<file path="src/rtl/calt_pkg.sv">
// Package: shared byte type, field indices and the encode/decode helpers
// used by every stage of the calendar counter.
// Assumes decoded field values never exceed 99, so they fit in 7 bits.
package calt_pkg;

    localparam int BYTE_W     = 8;
    localparam int VAL_W      = 7;
    localparam int NUM_FIELDS = 7;

    typedef logic [BYTE_W-1:0] byte_t;
    typedef logic [VAL_W-1:0]  val_t;

    // Field order is also the carry order, lowest first.
    typedef enum logic [2:0] {
        F_SEC  = 3'd0,
        F_MIN  = 3'd1,
        F_HOUR = 3'd2,
        F_DAY  = 3'd3,
        F_MON  = 3'd4,
        F_YEAR = 3'd5,
        F_CENT = 3'd6
    } field_e;

    // Turn a stored byte into its numeric value.
    function automatic val_t decode(input byte_t raw, input logic bin);
        if (bin) decode = raw[VAL_W-1:0];
        else     decode = VAL_W'(raw[7:4] * 10 + raw[3:0]);
    endfunction

    // Turn a numeric value back into a stored byte.
    function automatic byte_t encode(input val_t v, input logic bin);
        if (bin) encode = {1'b0, v};
        else     encode = {4'(v / VAL_W'(10)), 4'(v % VAL_W'(10))};
    endfunction

    // Value a field returns to after it wraps.
    function automatic val_t field_lo(input int idx);
        if (idx == int'(F_DAY) || idx == int'(F_MON)) field_lo = VAL_W'(1);
        else                                         field_lo = VAL_W'(0);
    endfunction

    // Top value of each fixed-range field (the day limit is computed elsewhere).
    function automatic val_t field_hi(input int idx);
        case (idx)
            int'(F_SEC), int'(F_MIN): field_hi = VAL_W'(59);
            int'(F_MON):              field_hi = VAL_W'(12);
            default:                  field_hi = VAL_W'(99);
        endcase
    endfunction

    // Reset byte of each field; the same in both encodings.
    function automatic byte_t reset_val(input int idx);
        if (idx == int'(F_DAY) || idx == int'(F_MON)) reset_val = BYTE_W'(1);
        else                                         reset_val = '0;
    endfunction

endpackage

</file>
<file path="src/rtl/calt_month_len.sv">
// Module: last day of the current month, with the leap rule taken from
// the two-digit year and the century.
// Assumes inputs are decoded binary values; out-of-range months give 31.
module calt_month_len
    import calt_pkg::*;
(
    input  val_t month,
    input  val_t year,
    input  val_t cent,
    output val_t last_day
);

    logic leap;

    // Leap year: year divisible by 4; year 00 also needs a century divisible by 4.
    always_comb begin
        leap = (year[1:0] == 2'b00) && ((year != '0) || (cent[1:0] == 2'b00));
    end

    // Month length lookup.
    always_comb begin
        case (month)
            VAL_W'(2):                                    last_day = leap ? VAL_W'(29) : VAL_W'(28);
            VAL_W'(4), VAL_W'(6), VAL_W'(9), VAL_W'(11): last_day = VAL_W'(30);
            default:                                      last_day = VAL_W'(31);
        endcase
    end

endmodule

</file>
<file path="src/rtl/calt_field_step.sv">
// Module: one plain wrapping field. When a carry arrives it adds one, or wraps
// to lo after hi and passes the carry upward.
// Assumes the stored value is already inside lo..hi; values above hi wrap too.
module calt_field_step
    import calt_pkg::*;
(
    input  byte_t raw,
    input  logic  bin,
    input  logic  carry_in,
    input  val_t  lo,
    input  val_t  hi,
    output byte_t nxt,
    output logic  carry_out
);

    val_t v;

    // Next byte and carry for this field.
    always_comb begin
        v         = decode(raw, bin);
        nxt       = raw;
        carry_out = 1'b0;
        if (carry_in) begin
            if (v >= hi) begin
                nxt       = encode(lo, bin);
                carry_out = 1'b1;
            end else begin
                nxt = encode(v + VAL_W'(1), bin);
            end
        end
    end

endmodule

</file>
<file path="src/rtl/calt_hour_step.sv">
// Module: hour field with 24-hour and 12-hour (PM flag in bit 7) rules.
// Assumes in 12-hour mode that bits 6:0 hold 1..12; a zero there counts up to 1.
module calt_hour_step
    import calt_pkg::*;
(
    input  byte_t hr_raw,
    input  logic  bin,
    input  logic  h24,
    input  logic  carry_in,
    output byte_t hr_next,
    output logic  carry_out
);

    val_t  v24;
    val_t  v12;
    logic  pm;
    byte_t enc12;
    byte_t enc1;
    byte_t enc_inc;

    // Decode the hour both ways and prepare the candidate bytes.
    always_comb begin
        v24     = decode(hr_raw, bin);
        v12     = decode({1'b0, hr_raw[6:0]}, bin);
        pm      = hr_raw[7];
        enc12   = encode(VAL_W'(12), bin);
        enc1    = encode(VAL_W'(1), bin);
        enc_inc = encode(v12 + VAL_W'(1), bin);
    end

    // Pick the next hour byte and whether the day must advance.
    always_comb begin
        hr_next   = hr_raw;
        carry_out = 1'b0;
        if (carry_in) begin
            if (h24) begin
                if (v24 >= VAL_W'(23)) begin
                    hr_next   = '0;
                    carry_out = 1'b1;
                end else begin
                    hr_next = encode(v24 + VAL_W'(1), bin);
                end
            end else if (v12 == VAL_W'(11)) begin
                hr_next   = {~pm, enc12[6:0]};
                carry_out = pm;
            end else if (v12 >= VAL_W'(12)) begin
                hr_next = {pm, enc1[6:0]};
            end else begin
                hr_next = {pm, enc_inc[6:0]};
            end
        end
    end

endmodule

</file>
<file path="src/rtl/calt_counter.sv">
// Module: calendar time counter top. It holds seven byte fields, advances them
// by one second per strobe with a carry chain, and gives host write/read access.
// Assumes tick is a single-cycle strobe; a host write beats the advance for its field.
module calt_counter
    import calt_pkg::*;
#(
    parameter int ADDR_W = 3
) (
    input  logic              clk,
    input  logic              rst_n,
    input  logic              tick,
    input  logic              bin_mode,
    input  logic              h24_mode,
    input  logic              wr_en,
    input  logic [ADDR_W-1:0] wr_addr,
    input  logic [BYTE_W-1:0] wr_data,
    input  logic [ADDR_W-1:0] rd_addr,
    output logic [BYTE_W-1:0] rd_data
);

    logic [NUM_FIELDS-1:0][BYTE_W-1:0] regs;
    logic [NUM_FIELDS-1:0][BYTE_W-1:0] nxt;
    logic [NUM_FIELDS:0]               carry;
    val_t                              last_day;

    assign carry[0] = tick;

    // Month length from the current month, year and century.
    calt_month_len u_mlen (
        .month    (decode(regs[F_MON],  bin_mode)),
        .year     (decode(regs[F_YEAR], bin_mode)),
        .cent     (decode(regs[F_CENT], bin_mode)),
        .last_day (last_day)
    );

    // Carry chain: one stage per field, with the hour using its own rules.
    for (genvar i = 0; i < NUM_FIELDS; i++) begin : g_field
        if (i == int'(F_HOUR)) begin : g_hr
            calt_hour_step u_hr (
                .hr_raw    (regs[i]),
                .bin       (bin_mode),
                .h24       (h24_mode),
                .carry_in  (carry[i]),
                .hr_next   (nxt[i]),
                .carry_out (carry[i+1])
            );
        end else begin : g_plain
            val_t hi_lim;
            if (i == int'(F_DAY)) begin : g_dim
                assign hi_lim = last_day;
            end else begin : g_fix
                assign hi_lim = field_hi(i);
            end
            calt_field_step u_fs (
                .raw       (regs[i]),
                .bin       (bin_mode),
                .carry_in  (carry[i]),
                .lo        (field_lo(i)),
                .hi        (hi_lim),
                .nxt       (nxt[i]),
                .carry_out (carry[i+1])
            );
        end
    end

    // Field storage: reset, host write first, otherwise the advanced value.
    always_ff @(posedge clk) begin
        if (!rst_n) begin
            for (int i = 0; i < NUM_FIELDS; i++) regs[i] <= reset_val(i);
        end else begin
            for (int i = 0; i < NUM_FIELDS; i++) begin
                if (wr_en && (wr_addr == ADDR_W'(i))) regs[i] <= wr_data;
                else                                  regs[i] <= nxt[i];
            end
        end
    end

    // Read mux; unused addresses return zero.
    always_comb begin
        rd_data = '0;
        for (int i = 0; i < NUM_FIELDS; i++) begin
            if (rd_addr == ADDR_W'(i)) rd_data = regs[i];
        end
    end

    // Decoded views used by the checks below.
    val_t sec_v, min_v, hr24_v, hr12_v;
    always_comb begin
        sec_v  = decode(regs[F_SEC], bin_mode);
        min_v  = decode(regs[F_MIN], bin_mode);
        hr24_v = decode(regs[F_HOUR], bin_mode);
        hr12_v = decode({1'b0, regs[F_HOUR][6:0]}, bin_mode);
    end

    a_r2_hold_idle: assert property (@(posedge clk) disable iff (!rst_n)
        (!tick && !wr_en) |=> $stable(regs));

    a_r3_bin_sec_inc: assert property (@(posedge clk) disable iff (!rst_n)
        (tick && !wr_en && bin_mode && regs[F_SEC] < 8'd59)
        |=> regs[F_SEC] == $past(regs[F_SEC]) + 8'd1);

    a_r4_sec_wrap: assert property (@(posedge clk) disable iff (!rst_n)
        (tick && !wr_en && sec_v == VAL_W'(59)) |=> regs[F_SEC] == '0);

    a_r5_midnight_24h: assert property (@(posedge clk) disable iff (!rst_n)
        (h24_mode && carry[F_HOUR] && !wr_en && hr24_v == VAL_W'(23))
        |=> regs[F_HOUR] == '0);

    a_r6_noon_sets_pm: assert property (@(posedge clk) disable iff (!rst_n)
        (!h24_mode && carry[F_HOUR] && !wr_en && hr12_v == VAL_W'(11) && !regs[F_HOUR][7])
        |=> regs[F_HOUR][7]);

    a_r11_cent_wrap: assert property (@(posedge clk) disable iff (!rst_n)
        (carry[NUM_FIELDS] && !wr_en) |=> regs[F_CENT] == '0);

    a_r13_write_wins: assert property (@(posedge clk) disable iff (!rst_n)
        (wr_en && wr_addr == ADDR_W'(F_SEC)) |=> regs[F_SEC] == $past(wr_data));

    // Minutes must not change without a carry out of seconds or a write.
    a_r4_min_needs_carry: assert property (@(posedge clk) disable iff (!rst_n)
        (!carry[F_MIN] && !wr_en) |=> regs[F_MIN] == $past(regs[F_MIN]));

endmodule

</file>
<file path="config.mk">
export PLATFORM = sky130hd
export DESIGN_NAME = calt_counter
export DESIGN_NICKNAME = d
export VERILOG_FILES = /design/src/rtl/calt_pkg.sv /design/src/rtl/calt_month_len.sv /design/src/rtl/calt_field_step.sv /design/src/rtl/calt_hour_step.sv /design/src/rtl/calt_counter.sv
export SDC_FILE = /design/constraint.sdc
export NUM_CORES = 1
export LEC_CHECK = 0
export BUFFER_PORTS_ARGS = -buffer_cell sky130_fd_sc_hd__buf_2
export CAP_MARGIN = 40
export CELL_PAD_IN_SITES_DETAIL_PLACEMENT = 0
export CELL_PAD_IN_SITES_GLOBAL_PLACEMENT = 1
export CORE_AREA = 2 2 162 164
export CTS_BUF_LIST = sky130_fd_sc_hd__clkbuf_16
export CTS_CLUSTER_DIAMETER = 50
export DETAILED_ROUTE_END_ITERATION = 12
export DIE_AREA = 0 0 164 166
export PLACE_DENSITY_LB_ADDON = 0.15
export SYNTH_ARGS = -nofsm -noshare
export SYNTH_HDL_FRONTEND = slang
export SYNTH_SLANG_ARGS = --single-unit
</file>
<file path="constraint.sdc">
create_clock -name clk -period 5.51 [get_ports clk]
set_clock_uncertainty 0.15 [all_clocks]
set_input_delay 0.2755 -clock clk [delete_from_list [all_inputs] [get_ports clk]]
set_output_delay 0.2755 -clock clk [all_outputs]
set_load 0.01 [all_outputs]
</file>
== Word level (Yosys, flattened, before mapping) ==
Index checks and enable logic that the tools add are counted.

* Add/sub/neg operators: 16
* $mul: 8
* Div/mod/pow operators: 16
* Magnitude comparators: 8
* Eq/ne operators: 18
* Multiplexer cells: 64
* Bitwise gates (word level): 1
* Reduce and logical (&&, ||, !) cells: 24

{| class="wikitable"
|+ Operator list
! kind !! count
|-
| $mux W8 || 37
|-
| $mux W7 || 10
|-
| $add A7 B1 Y7 const B || 8
|-
| $add A7 B4 Y7 || 8
|-
| $div A7 B4 Y7 const B || 8
|-
| $mod A7 B4 Y7 const B || 8
|-
| $mul A4 B3 Y6 const B || 7
|-
| $eq A7 B4 Y1 const B || 3
|-
| $eq A3 B3 Y1 const B || 6
|-
| $mux W1 || 15
|-
| $eq A7 B3 Y1 const B || 2
|-
| $ge A7 B4 Y1 const B || 2
|-
| $ge A7 B6 Y1 const B || 2
|-
| $ge A7 B7 Y1 const B || 2
|-
| $pmux W7 S2 || 1
|-
| $reduce_bool A2 Y1 || 7
|-
| $eq A3 B2 Y1 const B || 4
|-
| $logic_and A1 B1 Y1 || 8
|-
| $eq A7 B2 Y1 const B || 1
|-
| $ge A7 B5 Y1 const B || 1
|-
| $ge A7 B7 Y1 || 1
|-
| $reduce_bool A7 Y1 || 1
|-
| $eq A3 B1 Y1 const B || 2
|-
| $logic_not A3 Y1 || 2
|-
| other kinds (8) || 9
|}

* Register bits after elaboration: 56
* Bits of input ports: 20
* Output and inout port bits: 8
* Word-level logic and storage cells: 163

== Depth between registers and ports, before layout ==
Gate-level depths: netlist (run 1).

* Word-level depth: 15
* Gate-level depth with buffers: 28
* Mapped depth without buffers: 21

== Cells and area by module ==
Synthesis (run 1) repeated with hierarchy kept, for this count alone.

* Cell total of the unflattened synthesis: 2,364
* Area, all modules: 17,494.3 um2

{| class="wikitable"
|+ By module, submodules not included
! module !! times used !! cells an instance !! area an instance (um2) !! sequential area each (um2)
|-
| calt_field_step at g_field[0].g_plain.u_fs ... || 5 || 252 || 1,894.3 || 0.0
|-
| calt_counter || 1 || 437 || 3,547.2 || 1,121.1
|-
| calt_hour_step || 1 || 344 || 2,292.2 || 0.0
|-
| calt_field_step at g_field[6].g_plain.u_fs || 1 || 305 || 2,057.0 || 0.0
|-
| calt_month_len || 1 || 18 || 126.4 || 0.0
|}

== Least setup slack after synthesis (run 1) ==
OpenSTA, ideal clock, no wires.

* Kind: input to register
* Start: input port bin_mode
* End: register regs[18] (netlist name)
* Setup time: 0.057 ns
* Arrival: 5.426 ns
* Required time: 5.303 ns
* Setup slack: -0.123 ns
* Stages: 26
* Path buffers: 8
* Cell sequence: buf_6 buf_6 buf_6 buf_6 buf_2 clkbuf_1 clkbuf_1 clkbuf_1 mux2_2 ha_1 inv_1 a2111oi_2 a211oi_1 o31a_1 a221oi_2 and2_1 nand2_1 a21oi_1 a311oi_1 ha_1 nor2b_1 or3_1 a32oi_1 mux2_2 a31oi_1 a21o_1

* Cells in the longest elaborated chain, start to end: 9
* Elaborated cells on any way between the ends: 27
* Those cells by class: add/sub: 2; div: 2; order compare: 4; eq/ne: 1; mux: 17; reduce/logical: 1

{| class="wikitable"
|+ Ends and longest elaborated chain
! what !! line !! source
|-
| start, declared || calt_counter.sv:12 || <nowiki>input logic bin_mode,</nowiki>
|-
| $mux W7 || calt_pkg.sv:26 || <nowiki>if (bin) decode = raw[VAL_W-1:0];</nowiki>
|-
| $add A7 B1 Y7 || calt_hour_step.sv:28 || <nowiki>enc_inc = encode(v12 + VAL_W'(1), bin);</nowiki>
|-
| $mod A7 B4 Y7 || calt_pkg.sv:33 || <nowiki>else encode = {4'(v / VAL_W'(10)), 4'(v % VAL_W'(10))};</nowiki>
|-
| $mux W7 || calt_pkg.sv:32 || <nowiki>if (bin) encode = {1'b0, v};</nowiki>
|-
| $mux W7 || calt_hour_step.sv:46 || <nowiki>end else if (v12 >= VAL_W'(12)) begin</nowiki>
|-
| $mux W8 || calt_hour_step.sv:43 || <nowiki>end else if (v12 == VAL_W'(11)) begin</nowiki>
|-
| $mux W8 || calt_hour_step.sv:36 || <nowiki>if (h24) begin</nowiki>
|-
| $mux W8 || calt_hour_step.sv:35 || <nowiki>if (carry_in) begin</nowiki>
|-
| $mux W8 || calt_counter.sv:72 || <nowiki>if (wr_en && (wr_addr == ADDR_W'(i))) regs[i] <= wr_data;</nowiki>
|-
| end signal, assigned by index || calt_counter.sv:72 ||
|-
| end signal, assigned by index || calt_counter.sv:73 || <nowiki>else regs[i] <= nxt[i];</nowiki>
|-
| end, declared || calt_counter.sv:21 || <nowiki>logic [NUM_FIELDS-1:0][BYTE_W-1:0] regs;</nowiki>
|}

Several ways; a longest one is shown, not always the timed one. The select of a mux whose other input is x is not followed.
A chain may end at the register's enable or synchronous reset.

== Final worst setup path (run 1) ==
* Start: register regs[45] (netlist name)
* End: register regs[54] (netlist name)

* Cells in the longest elaborated chain, start to end: 14
* Elaborated cells on any way between the ends: 16
* Those cells by class: add/sub: 1; mul: 1; order compare: 2; mux: 8; reduce/logical: 4

{| class="wikitable"
|+ Ends and longest elaborated chain
! what !! line !! source
|-
| $mul A4 B3 Y6 || calt_pkg.sv:27 || <nowiki>else decode = VAL_W'(raw[7:4] * 10 + raw[3:0]);</nowiki>
|-
| $add A7 B4 Y7 || calt_pkg.sv:27 ||
|-
| $mux W7 * || calt_pkg.sv:26 ||
|-
| $reduce_bool A7 Y1 || calt_month_len.sv:17 || <nowiki>leap = (year[1:0] == 2'b00) && ((year != '0) || (cent[1:0] == 2'b00));</nowiki>
|-
| $logic_or A1 B1 Y1 || calt_month_len.sv:17 ||
|-
| $logic_and A1 B1 Y1 || calt_month_len.sv:17 ||
|-
| $mux W1 || calt_month_len.sv:23 || <nowiki>VAL_W'(2): last_day = leap ? VAL_W'(29) : VAL_W'(28);</nowiki>
|-
| $pmux W7 S2 || calt_month_len.sv:22 || <nowiki>case (month)</nowiki>
|-
| $ge A7 B7 Y1 || calt_field_step.sv:24 || <nowiki>if (v >= hi) begin</nowiki>
|-
| $mux W1 || calt_field_step.sv:24 ||
|-
| $mux W1 (2 in series) || calt_field_step.sv:23 || <nowiki>if (carry_in) begin</nowiki>
|-
| $mux W1 * || calt_field_step.sv:23 ||
|-
| $reduce_bool A2 Y1 (no source line) * || -- ||
|}

Every way passes the cells marked *; elsewhere a longest branch is shown, timed or not.

==> reports/qor.tcl, run 1 <==
set qor(worst-path-max-fanout) 10
set qor(antenna_found_initial) 2
set qor(finish.instance_area_um2) 11700
set qor(via_count_of_the_first_global_routing_pass) 10700
set qor(dp.final_hpwl_um) 27400
set qor(postSynthNetCount) 1644
set qor(core_box_area_um2) 25600
set qor(unrepaired_setup_endpoints_after_global_routing) {false}
set qor(postSynthCellCount) 1530
set qor(die_h_um) 166
set qor(level_count_of_the_clock_h_tree) 2
set qor(clock_sink_count) 56
set qor(syn_area_per_cell_um2) 7.18
set qor(tritoncts) {built}
set qor(path_class) {flop to flop}
set qor(tns_ns) 0
set qor(timing.critical_path.slowest_stage_cell) {sky130_fd_sc_hd__or4b_2}
set qor(async_reset_ff_frac) 0
set qor(global_route.overflow_total) 0
set qor(wire_length_after_detailed_routing_um) 35600
set qor(ctsRootBufferMaster) {sky130_fd_sc_hd__clkbuf_16}
set qor(drt_first_iter_violations) 1136
set qor(worst_slew_margin_relative_to_its_limit) 0.420
set qor(critPathRequiredTime_ns) 5.59
set qor(detail_route.wl_per_cell_um) 19.1
set qor(final-setup-viol-count) 0
set qor(finalMaxSlewViolations) 0
set qor(biggestRegsByFlops) {regs (56)}
set qor(cpPeakStageDelay_ns) 0.63
set qor(tritoncts.num_buffers) 5
set qor(io_buffer_count) 27
set qor(die_width_um) 164
set qor(fin_hold_ws_ns) 0.162
set qor(clkTransAtPathRegs_ns) 0.08
set qor(die_area_um2) 27200
set qor(max_reg_flops) 56
set qor(worstSetupEndpointType) {flop}
set qor(synth_largest_area_cell) {sky130_fd_sc_hd__dfxtp_1}
set qor(power_density_nw_per_um2) 132
set qor(startpoint_type) {flop}
set qor(drt-vias-per-instance) 6.27
set qor(antenna_left) 0
set qor(portion_of_the_clock_cycle_consumed_by_the_worst_path_in_the_final_layout) 0.959
set qor(max_cap_violations) 0
set qor(postPlaceCellArea_um2) 11500
set qor(cp.arrival_ns) 5.36
set qor(cts_buffer_depth) 2
set qor(synth_edf_count) 0
set qor(setup.reg_to_reg.worst_slack_ns) 0.22
set qor(grt_start_max_net_pins) 75
set qor(status) {finished clean}
set qor(yosys-top-cells-area) {sky130_fd_sc_hd__dfxtp_1 10%, sky130_fd_sc_hd__ha_1 9.1%, sky130_fd_sc_hd__nand2_1 5.9%}
set qor(ir_worst_vdd_v) 0.000104
set qor(dpl.cell_count) 1854
set qor(synth.top_cell.area_share) 0.102
set qor(initial_core_util) 0.429
set qor(ys_dominant_reg_cell) {sky130_fd_sc_hd__dfxtp_1}
set qor(drt_pass1_iterations) 5
set qor(registers.top_by_ff_count) {regs}
set qor(route.vias.total) 11700
set qor(cell_seen_most_often_among_critical_path_stages) {sky130_fd_sc_hd__ha_1}
set qor(stdcell_count) 1864
set qor(leakage_uw) 0.00462
set qor(syn2layout_area_growth_pct) 6.51
set qor(netlist_area_um2) 11000
set qor(fp-row-count) 59
set qor(grt_pass1_wl_um) 57500
set qor(ys_ff_latch) 56
set qor(global_route.usage.total) 0.257
set qor(hold_violations) 0
set qor(nets) 1640
set qor(remaining_drc_errors) 0
set qor(post_route_cells_drive_above_1_share) 0.111
set qor(yosys_warnings) 0
set qor(worstSkewPairLatency_ns) 0.31
set qor(worst_pin_slew_ns) 0.847
set qor(boundaryPins) 28
set qor(max_freq_ghz) 0.189
set qor(cp_cell_sequence) {ha_1 -> ha_1 -> fa_1 -> and2_1 -> a21oi_1 -> o31ai_2 -> or4b_2 -> nand2_1 -> a22oi_1 -> ha_1 -> nand2b_1 -> a21o_1 -> nand3_1 -> and3_1 -> or3b_1 -> or3_4 -> nor3b_4 -> o211ai_1 -> a31oi_1}
set qor(netlist-cell-type-count) 102
set qor(worst_hold_path_type) {input pin to flop}
set qor(cts_hold_buffers) 0
set qor(timing.final.crit_period_ns) 5.29
set qor(weighted_congestion_at_the_end_of_routability_driven_global_placement) 0.850
set qor(post_synthesis_sequential_area_ratio) 0.102
## per-stage QoR
step           utilization  power (uW)  setup slack [ns]
2_1_floorplan            -        1020            0.0680
3_3_place_gp         0.450        1210             0.258
3_5_place_dp         0.450        1210             0.134
4_1_cts              0.456        1540            0.0972
5_1_grt              0.457        1650            0.0127
6_report             0.457        1550             0.225
## cell usage after synthesis (11+ instances only)
cell and instances:
sky130_fd_sc_hd__nor2b_1 22, sky130_fd_sc_hd__a211o_1 11, sky130_fd_sc_hd__o21ai_0 76, sky130_fd_sc_hd__dfxtp_1 56, sky130_fd_sc_hd__a211oi_1 19, sky130_fd_sc_hd__and3_1 30, sky130_fd_sc_hd__o211ai_1 37, sky130_fd_sc_hd__and2_1 21
sky130_fd_sc_hd__inv_1 46, sky130_fd_sc_hd__nand2b_1 25, sky130_fd_sc_hd__nor3_1 41, sky130_fd_sc_hd__nand2_1 172, sky130_fd_sc_hd__nand4_1 17, sky130_fd_sc_hd__a21o_1 20, sky130_fd_sc_hd__o22ai_1 13, sky130_fd_sc_hd__nor3b_1 15
sky130_fd_sc_hd__a31oi_1 41, sky130_fd_sc_hd__mux2_2 23, sky130_fd_sc_hd__xnor2_1 50, sky130_fd_sc_hd__ha_1 80, sky130_fd_sc_hd__xor2_1 21, sky130_fd_sc_hd__or3_1 12, sky130_fd_sc_hd__a21oi_1 111, sky130_fd_sc_hd__clkbuf_1 59
sky130_fd_sc_hd__mux2i_1 35, sky130_fd_sc_hd__o31ai_1 13, sky130_fd_sc_hd__nor2_1 114, sky130_fd_sc_hd__fa_1 14, sky130_fd_sc_hd__nand3_1 90
## logic make-up (layout without fill, tap and decap cells)
logic type | Yosys count | in the layout | share of synthesized area
compound gates | 503 | 503 | 0.325
xor+xnor | 71 | 71 | 0.0566
fa+ha+maj | 95 | 95 | 0.117
buf+inv | 137 | 134 | 0.0565
flops | 56 | 56 | 0.102
mux | 66 | 66 | 0.0711
other cells | 0 | 2 | 0
simple gates | 602 | 602 | 0.272
## final timing paths
kind	from	endpoint	cells past startpoint
worst max-delay path	regs[45]	regs[54]	19
worst min-delay path	wr_data[2]	regs[26]	3
worst max register to register	regs[45]	regs[54]	19
worst min register to register	regs[39]	regs[39]	2
## where the power goes
part / total, uW / switching (uW) / internal (uW)
clock network: 334 / 166 / 168
logic: 762 / 470 / 292
registers: 453 / 32.5 / 421
## cell usage in the layout (no fill, tap or decap), drive strengths merged, types with 38 or more instances in the layout
cell type and n:
nand2 173, a21oi 115, nor2 114, nand3 90, o21ai 82, ha 80, buf 79, dfxtp 56
xnor2 50, inv 47, a31oi 42, nor3 42, o211ai 38
## final cells by class
type                       count  area (um^2)
inverter                      47          176
multi-input combinational   1337         9290
tap                          335          419
clock buffer                   5          125
timing repair buffer          79          553
antenna                        2         5.00
clock inverter                 3         18.8
fill                        2647        13900
sequential                    56         1120
## worst max-delay path: cells and delay by family (launching register included)
kind / cells / cell delay (ns)
flip-flops: 1 / 0.36
AO/OA/AOI/OAI: 6 / 0.80
adder cells (fa/ha/maj): 4 / 1.31
AND/OR/NAND/NOR: 9 / 2.60
## layer usage
metal / GRT usage / share of wire / wire, um / up-vias
li1: - / - / - / 5809
met1: 0.381 / 0.49 / 17500 / 5564
met2: 0.403 / 0.45 / 16000 / 278
met3: 0.0162 / 0.039 / 1370 / 43
met4: 0.0664 / 0.021 / 739 / 0
met5: 0 / 0 / 0 / -
## what timing repair did
item | CTS | global route
resized for setup | 0 | 10
endpoints found under the setup margin | 0 | 18
buffers inserted | 0 | 0
Note: power is estimated with default switching activity, not from simulation.
==> run 2, diff against run 1 <==
Settings changed: ABC_AREA set to 1, CORE_AREA 2 2 162 164 to 2 2 154 156, DIE_AREA 0 0 164 166 to 0 0 156 158, PLACE_DENSITY set to 0.87, PLACE_DENSITY_LB_ADDON 0.15 to not set.
Clock period 5.51 ns to 4.8 ns, I/O delays scaled along.
==> run 2 against run 1 <==
Compared with the run above: critical path depth is 7 higher; die area is 9.5% lower; synthesized cell count is 4.2% higher; clock power is 34% higher; fmax is 17% higher; final cell count is 2.0% higher; critical path type unchanged; largest cell class unchanged.
==> reports/qor.tcl, run 2 <==
set qor(status) {finished clean}
set qor(synth_largest_area_cell) {sky130_fd_sc_hd__nand2_1}
set qor(wire_length_after_detailed_routing_um) 26800 ;# -25%
set qor(grt_pass1_wl_um) 44300 ;# -23%
set qor(io_buffer_count) 27 ;# unchanged
set qor(route.vias.total) 10000 ;# -14%
set qor(p_sw_uw) 792 ;# +18%
set qor(cp.arrival_ns) 4.61 ;# -0.75 ns
set qor(tritoncts.num_buffers) 5 ;# unchanged
set qor(max_cap_violations) 0 ;# unchanged
set qor(via_count_of_the_first_global_routing_pass) 9140 ;# -15%
set qor(path_class) {flop to flop}
set qor(post_synthesis_sequential_area_ratio) 0.120 ;# +0.0181
set qor(critPathRequiredTime_ns) 4.89 ;# -0.70 ns
set qor(ctsRootBufferMaster) {sky130_fd_sc_hd__clkbuf_16}
set qor(most_common_library_cell_in_the_layout_ignoring_fill_and_taps) {sky130_fd_sc_hd__nand2_1}
set qor(multi_input_comb_area_um2) 7040 ;# -24%
set qor(regArea_um2) 1130 ;# +0.44%
set qor(ys_ff_latch) 56 ;# unchanged
set qor(nets) 1721 ;# +4.9%
set qor(yosys_warnings) 0 ;# unchanged
set qor(ir_worst_vdd_v) 0.000143 ;# +38%
set qor(cts_hold_buffers) 0 ;# unchanged
set qor(die_width_um) 156 ;# -4.9%
set qor(post_route_cells_drive_above_1_share) 0.118 ;# +0.00661
set qor(syn2layout_area_growth_pct) 6.96
set qor(hold_violations) 0 ;# unchanged
set qor(startpoint_type) {flop}
set qor(finish.instance_area_um2) 9980 ;# -15%
set qor(worst_slew_margin_relative_to_its_limit) 0.445 ;# +0.0255
set qor(tns_ns) 0 ;# unchanged
set qor(registers.top_by_ff_count) {regs}
set qor(boundaryPins) 28 ;# unchanged
set qor(drt-vias-per-instance) 5.26 ;# -16%
set qor(worst-path-max-fanout) 5 ;# -5
set qor(swShare) 0.440 ;# +0.00801
set qor(biggestRegsByFlops) {regs (56)}
set qor(power.combinational.fraction) 0.468 ;# -0.024
set qor(clkTransAtPathRegs_ns) 0.08 ;# about the same
set qor(timing.final.crit_period_ns) 4.52 ;# -0.768 ns
set qor(portion_of_the_clock_cycle_consumed_by_the_worst_path_in_the_final_layout) 0.941 ;# -0.0180
set qor(netlist_area_um2) 9340 ;# -15%
set qor(stdcell_count) 1902 ;# +2.0%
set qor(power.share.clock) 0.249 ;# +0.033
set qor(global_route.overflow_total) 0 ;# unchanged
set qor(cts_buffer_depth) 2 ;# unchanged
set qor(final_core_util) 0.433 ;# -0.0239
set qor(tritoncts) {built}
set qor(die_h_um) 158 ;# -4.8%
set qor(remaining_drc_errors) 0 ;# unchanged
set qor(core_box_area_um2) 23100 ;# -10%
set qor(global_route.usage.total) 0.219 ;# -0.0383
set qor(worstSetupEndpointType) {flop}
set qor(seq_power_share) 0.283 ;# -0.010
set qor(postSynthCellCount) 1594 ;# +4.2%
set qor(dpl.cell_count) 1891 ;# +2.0%
set qor(initial_core_util) 0.405 ;# -0.0241
set qor(drt_pass1_iterations) 5 ;# unchanged
set qor(max_reg_flops) 56 ;# unchanged
set qor(finalMaxSlewViolations) 0 ;# unchanged
set qor(synth.top_cells.by_count) {457 x sky130_fd_sc_hd__nand2_1, 243 x sky130_fd_sc_hd__inv_1, 161 x sky130_fd_sc_hd__nand3_1}
set qor(antenna_left) 0 ;# unchanged
set qor(power_density_nw_per_um2) 180 ;# +36%
set qor(synth_most_common_cell) {sky130_fd_sc_hd__nand2_1}
set qor(synth_edf_count) 0 ;# unchanged
set qor(final.fill_count) 2476 ;# -6.5%
set qor(postPlaceCellArea_um2) 9730 ;# -16%
set qor(ys_dominant_reg_cell) {sky130_fd_sc_hd__dfxtp_1}
set qor(fp-row-count) 56 ;# -5.1%
set qor(detail_route.wl_per_cell_um) 14.1 ;# -26%
set qor(postSynthNetCount) 1705 ;# +3.7%
set qor(grt_start_max_net_pins) 69 ;# -8.0%
set qor(mostFrequentLayoutCells) {455 x sky130_fd_sc_hd__nand2_1, 242 x sky130_fd_sc_hd__inv_1, 161 x sky130_fd_sc_hd__nand3_1}
set qor(intPower_uw) 1010 ;# +15%
set qor(weighted_congestion_at_the_end_of_routability_driven_global_placement) 0.954 ;# +12%
set qor(leakage_uw) 0.00490 ;# +6.1%
set qor(die_area_um2) 24600 ;# -9.5%
set qor(worst_hold_path_type) {input pin to flop}
set qor(worst_pin_slew_ns) 0.826 ;# -0.0204 ns
set qor(netlist-cell-type-count) 57 ;# -44%
set qor(yosys-top-cells-area) {sky130_fd_sc_hd__nand2_1 18%, sky130_fd_sc_hd__dfxtp_1 12%, sky130_fd_sc_hd__ha_1 10%}
set qor(drt_first_iter_violations) 670 ;# -41%
set qor(worstSkewPairLatency_ns) 0.31 ;# about the same
set qor(clock_sink_count) 56 ;# unchanged
set qor(setup.reg_to_reg.worst_slack_ns) 0.28 ;# +0.06 ns
set qor(async_reset_ff_frac) 0 ;# unchanged
set qor(max_freq_ghz) 0.221 ;# +17%
set qor(dp.final_hpwl_um) 21500 ;# -21%
set qor(antenna_found_initial) 1 ;# -1
set qor(level_count_of_the_clock_h_tree) 2 ;# unchanged
set qor(synth.top_cell.area_share) 0.184 ;# +0.0818
set qor(syn_area_per_cell_um2) 5.86 ;# -18%
set qor(final-setup-viol-count) 0 ;# unchanged
-- run 2: cell families (layout without fill, tap and decap cells) --
family                   after synthesis  count (layout)  synth area share
AND/OR/NAND/NOR                      850             850             0.408
other                                  0               1                 0
XOR/XNOR                              22              22            0.0275
AO/OA/AOI/OAI                        267             267             0.179
adder cells (fa/ha/maj)               91              91             0.133
buffers and inverters                308             325             0.132
flip-flops                            56              56             0.120
-- run 2: routing by layer --
metal  part of all wire  vias up  track usage
met5                  0        -            0
met4              0.024        0       0.0572
met3              0.043       45       0.0170
met2               0.47      221        0.385
met1               0.47     4501        0.289
li1                   -     5245            -
-- run 2: timing repair --
action                                  4_1_cts  5_1_grt
buffers inserted                              0        2
gates resized for setup                       0       25
endpoints found under the setup margin        0       27
-- run 2: critical path, cell delays in order (launching register included) --
cell	delay [ns]
sky130_fd_sc_hd__dfxtp_1	0.32
sky130_fd_sc_hd__ha_1	0.29
sky130_fd_sc_hd__ha_1	0.22
sky130_fd_sc_hd__fa_1	0.39
sky130_fd_sc_hd__xnor2_1	0.15
sky130_fd_sc_hd__nand3b_1	0.15
sky130_fd_sc_hd__nand2_1	0.09
sky130_fd_sc_hd__nand2_1	0.05
sky130_fd_sc_hd__o21ai_0	0.12
sky130_fd_sc_hd__nand3_1	0.18
sky130_fd_sc_hd__nor2_2	0.16
sky130_fd_sc_hd__inv_1	0.07
sky130_fd_sc_hd__a21oi_1	0.15
sky130_fd_sc_hd__o21ai_0	0.12
sky130_fd_sc_hd__ha_1	0.28
sky130_fd_sc_hd__inv_1	0.03
sky130_fd_sc_hd__a21boi_0	0.21
sky130_fd_sc_hd__o2111ai_1	0.13
sky130_fd_sc_hd__nand3_1	0.13
sky130_fd_sc_hd__nand2_1	0.13
sky130_fd_sc_hd__nor2_2	0.18
sky130_fd_sc_hd__nand2_1	0.14
sky130_fd_sc_hd__nor2_4	0.16
sky130_fd_sc_hd__inv_1	0.10
sky130_fd_sc_hd__a21oi_1	0.17
sky130_fd_sc_hd__a21oi_2	0.07
sky130_fd_sc_hd__nor2_1	0.09
-- run 2: stage by stage --
| step | hold WS, ns | worst slack (ns) | total power [uW] |
|---|---|---|---|
| 5_1_grt | 0.112 | -0.00408 | 1950 |
| 3_3_place_gp | 0.350 | 0.380 | 1340 |
| 3_5_place_dp | 0.359 | 0.143 | 1360 |
| 4_1_cts | 0.110 | 0.0898 | 1790 |
| 6_report | 0.114 | 0.283 | 1800 |
| 2_1_floorplan | 0.189 | 0.795 | 1180 |
-- run 2: worst paths after layout --
kind	from	endpoint	cells past startpoint
worst max register to register	regs[37]	regs[51]	26
worst max-delay path	regs[37]	regs[51]	26
worst min register to register	regs[39]	regs[39]	2
worst min-delay path	rst_n	regs[32]	2
-- run 2: final cells by class --
| type | instances | share of cell area |
|---|---|---|
| flip-flops and latches | 56 | 0.113 |
| diodes | 1 | 0.000251 |
| clock inverters | 3 | 0.00464 |
| repair buffers | 40 | 0.0233 |
| clock buffers | 5 | 0.0125 |
| multi-input cells | 1230 | 0.705 |
| well taps | 290 | 0.0363 |
| inverters | 277 | 0.105 |
-- run 2: power groups by stage --
stage	registers (uW)	clock network, uW	logic (uW)
final	510	448	843
after global routing	513	457	977
after floorplan	512	0	666
after global placement	521	0	824
after detailed placement	521	0	834
after CTS	510	446	839
==> run 3, diff against run 2 <==
Settings changed: CORE_AREA 2 2 154 156 to 2 2 156 158, DIE_AREA 0 0 156 158 to 0 0 158 160, PLACE_DENSITY 0.87 to 0.86, SLEW_MARGIN set to 20.
==> run 3 against run 2 <==
Compared with the run above: register-to-register slack better by 0.05 ns; non-clock buffer count fell by 1; fmax rose by 1.0%; die area up 2.6%; wire length up 2.0%; total power fell by 1.6%; sequential share of layout area is essentially flat; worst hold slack better by 0.025 ns; setup slack gained 0.046 ns; cell area is 0.41% higher; count of clock-buffer cells in the layout stayed put; critical endpoint is now regs[54]; critical path depth shrank 1.
==> reports/qor.tcl, run 3 (synthesis gave the netlist of run 2 again) <==
set qor(status) {finished clean}
set qor(global_route.overflow_total) 0 ;# unchanged
set qor(ctsRootBufferMaster) {sky130_fd_sc_hd__clkbuf_16}
set qor(mostFrequentLayoutCells) {454 x sky130_fd_sc_hd__nand2_1, 243 x sky130_fd_sc_hd__inv_1, 161 x sky130_fd_sc_hd__nand3_1}
set qor(grt_pass1_wl_um) 44700 ;# +0.90%
set qor(die_h_um) 160 ;# +1.3%
set qor(detail_route.wl_per_cell_um) 14.1 ;# +0.29%
set qor(max_reg_flops) 56 ;# unchanged
set qor(leakage_uw) 0.00491 ;# about the same
set qor(wire_length_after_detailed_routing_um) 27300 ;# +2.0%
set qor(cts_hold_buffers) 0 ;# unchanged
set qor(multi_input_comb_area_um2) 7030 ;# -0.16%
set qor(min_from) {rst_n}
set qor(drt_pass1_iterations) 7 ;# +2
set qor(crit_path_start) {regs[39]}
set qor(tritoncts) {built}
set qor(path_class) {flop to flop}
set qor(die_width_um) 158 ;# +1.3%
set qor(registers.top_by_ff_count) {regs}
set qor(antenna_left) 0 ;# unchanged
set qor(initial_core_util) 0.392 ;# -0.0131
set qor(startpoint_type) {flop}
set qor(boundaryPins) 28 ;# unchanged
set qor(max_cap_violations) 0 ;# unchanged
set qor(post_route_cells_drive_above_1_share) 0.112 ;# -0.00552
set qor(weighted_congestion_at_the_end_of_routability_driven_global_placement) 0.933 ;# -2.3%
set qor(finalMaxSlewViolations) 0 ;# unchanged
set qor(antenna_found_initial) 1 ;# unchanged
set qor(portion_of_the_clock_cycle_consumed_by_the_worst_path_in_the_final_layout) 0.932 ;# -0.00960
set qor(final.fill_count) 2643 ;# +6.7%
set qor(worst_slew_margin_relative_to_its_limit) 0.459 ;# +0.0135
set qor(io_buffer_count) 27 ;# unchanged
set qor(ir_worst_vdd_v) 0.000118 ;# -18%
set qor(die_area_um2) 25300 ;# +2.6%
set qor(clock_sink_count) 56 ;# unchanged
set qor(timing.final.crit_period_ns) 4.47 ;# -0.0461 ns
set qor(timing.final.ws_setup_ns) 0.329 ;# +0.0461 ns
set qor(most_common_library_cell_in_the_layout_ignoring_fill_and_taps) {sky130_fd_sc_hd__nand2_1}
set qor(cp.arrival_ns) 4.49 ;# -0.12 ns
set qor(global_route.usage.total) 0.215 ;# -0.00329
set qor(worstSetupEndpointType) {flop}
set qor(biggestRegsByFlops) {regs (56)}
set qor(route.vias.total) 10100 ;# +0.95%
set qor(tritoncts.num_buffers) 5 ;# unchanged
set qor(core_box_area_um2) 23800 ;# +3.3%
set qor(dp.final_hpwl_um) 21900 ;# +1.8%
set qor(nets) 1720 ;# -0.058%
set qor(grt_start_max_net_pins) 68 ;# -1.4%
set qor(drt_first_iter_violations) 694 ;# +3.6%
set qor(final_core_util) 0.421 ;# -0.0122
set qor(worst-path-max-fanout) 7 ;# +2
set qor(worst_pin_slew_ns) 0.809 ;# -0.0170 ns
set qor(drt-vias-per-instance) 5.23 ;# -0.72%
set qor(cts_buffer_depth) 2 ;# unchanged
set qor(final-setup-viol-count) 0 ;# unchanged
set qor(power_density_nw_per_um2) 177 ;# -2.0%
set qor(critPathRequiredTime_ns) 4.82 ;# -0.07 ns
set qor(level_count_of_the_clock_h_tree) 2 ;# unchanged
set qor(worst_r2r_startpoint) {regs[39]}
set qor(clkTransAtPathRegs_ns) 0.07 ;# about the same
set qor(fin_hold_ws_ns) 0.139 ;# +0.0251 ns
set qor(dr_wl_met3_um) 1480 ;# +28%
set qor(placement.setup.worst_slack_ns) -0.114 ;# -0.257 ns
set qor(power_uw) 1770 ;# -1.6%
set qor(worstSkewPairLatency_ns) 0.30 ;# about the same
set qor(unrepaired_setup_endpoints_after_global_routing) {true}
set qor(remaining_drc_errors) 0 ;# unchanged
set qor(wl_met2_um) 12600 ;# +1.1%
set qor(topRoutingLayerUsed) {met5}
set qor(max_freq_ghz) 0.224 ;# +1.0%
set qor(regArea_um2) 1130 ;# +0.33%
set qor(wl_met1_um) 12500 ;# +0.55%
set qor(fp-row-count) 57 ;# +1.8%
set qor(number_of_antenna_cells_inserted) 0 ;# -1
set qor(via_count_of_the_first_global_routing_pass) 9167 ;# +0.30%
set qor(hold_violations) 0 ;# unchanged
set qor(worst_hold_path_type) {input pin to flop}
set qor(syn2layout_area_growth_pct) 7.40
## run 3: changes by cell type in the layout (fill, tap and decap cells not counted), sizes merged
cell / previous run / this run
clkinvlp: 1 / 0
inv: 272 / 271
diode: 1 / 0
buf: 40 / 39
clkinv: 6 / 8
## run 3: where the power goes
part	internal (uW)	leakage [uW]	switching (uW)
logic	280	0.00437	568
registers	483	0.000459	26.5
clock network	243	0.0000789	173
total	1010	0.00491	768
## run 3: worst paths after layout
| check | endpoint | slack, ns | cells after the start |
|---|---|---|---|
| setup / recovery | regs[54] | 0.33 | 25 |
| hold / removal | regs[24] | 0.14 | 2 |
| setup reg to reg | regs[54] | 0.33 | 25 |
| hold reg to reg | regs[47] | 0.37 | 2 |
## run 3: cell type report
class / instances / share of cell area
multi-input combinational: 1230 / 0.701
sequential: 56 / 0.113
inverter: 277 / 0.104
tap: 324 / 0.0404
timing repair buffer: 39 / 0.0250
clock buffer: 5 / 0.0125
clock inverter: 3 / 0.00374
## run 3: metrics by stage
step	TNS [ns]	instances	area [um^2]
2_1_floorplan	0	1594	9340
3_3_place_gp	0	1924	9790
3_5_place_dp	-0.767	1924	9790
4_1_cts	0	1932	9960
5_1_grt	-0.182	1934	10000
6_report	0	1934	10000
## run 3: timing repair
action	CTS	global route
gates resized for setup	1	20
pin swaps	0	4
setup buffers	0	2
setup endpoints to repair	13	26
## run 3: layer usage
layer,GRT usage,vias to the layer above
met5,0,-
met4,0.0508,2
met3,0.0336,40
met2,0.364,229
met1,0.287,4591
li1,-,5245
## run 3: worst max-delay path: stages, from the launching register on
cell and delay (ns):
sky130_fd_sc_hd__dfxtp_2 0.34, sky130_fd_sc_hd__ha_1 0.30, sky130_fd_sc_hd__ha_1 0.23, sky130_fd_sc_hd__fa_1 0.38, sky130_fd_sc_hd__xnor2_1 0.15, sky130_fd_sc_hd__nand3b_1 0.17, sky130_fd_sc_hd__nand2_1 0.09, sky130_fd_sc_hd__nand2_1 0.05
sky130_fd_sc_hd__o21ai_0 0.12, sky130_fd_sc_hd__nand3_1 0.19, sky130_fd_sc_hd__nor2_2 0.21, sky130_fd_sc_hd__inv_1 0.07, sky130_fd_sc_hd__a21oi_1 0.13, sky130_fd_sc_hd__o21ai_0 0.14, sky130_fd_sc_hd__ha_1 0.30, sky130_fd_sc_hd__inv_1 0.03
sky130_fd_sc_hd__a21boi_1 0.13, sky130_fd_sc_hd__o2111ai_1 0.11, sky130_fd_sc_hd__nand3_1 0.13, sky130_fd_sc_hd__nand2_2 0.11, sky130_fd_sc_hd__nor2_2 0.17, sky130_fd_sc_hd__nand2_1 0.13, sky130_fd_sc_hd__nand2_2 0.17, sky130_fd_sc_hd__nor2_1 0.06
sky130_fd_sc_hd__a221oi_1 0.23, sky130_fd_sc_hd__nor2_1 0.06
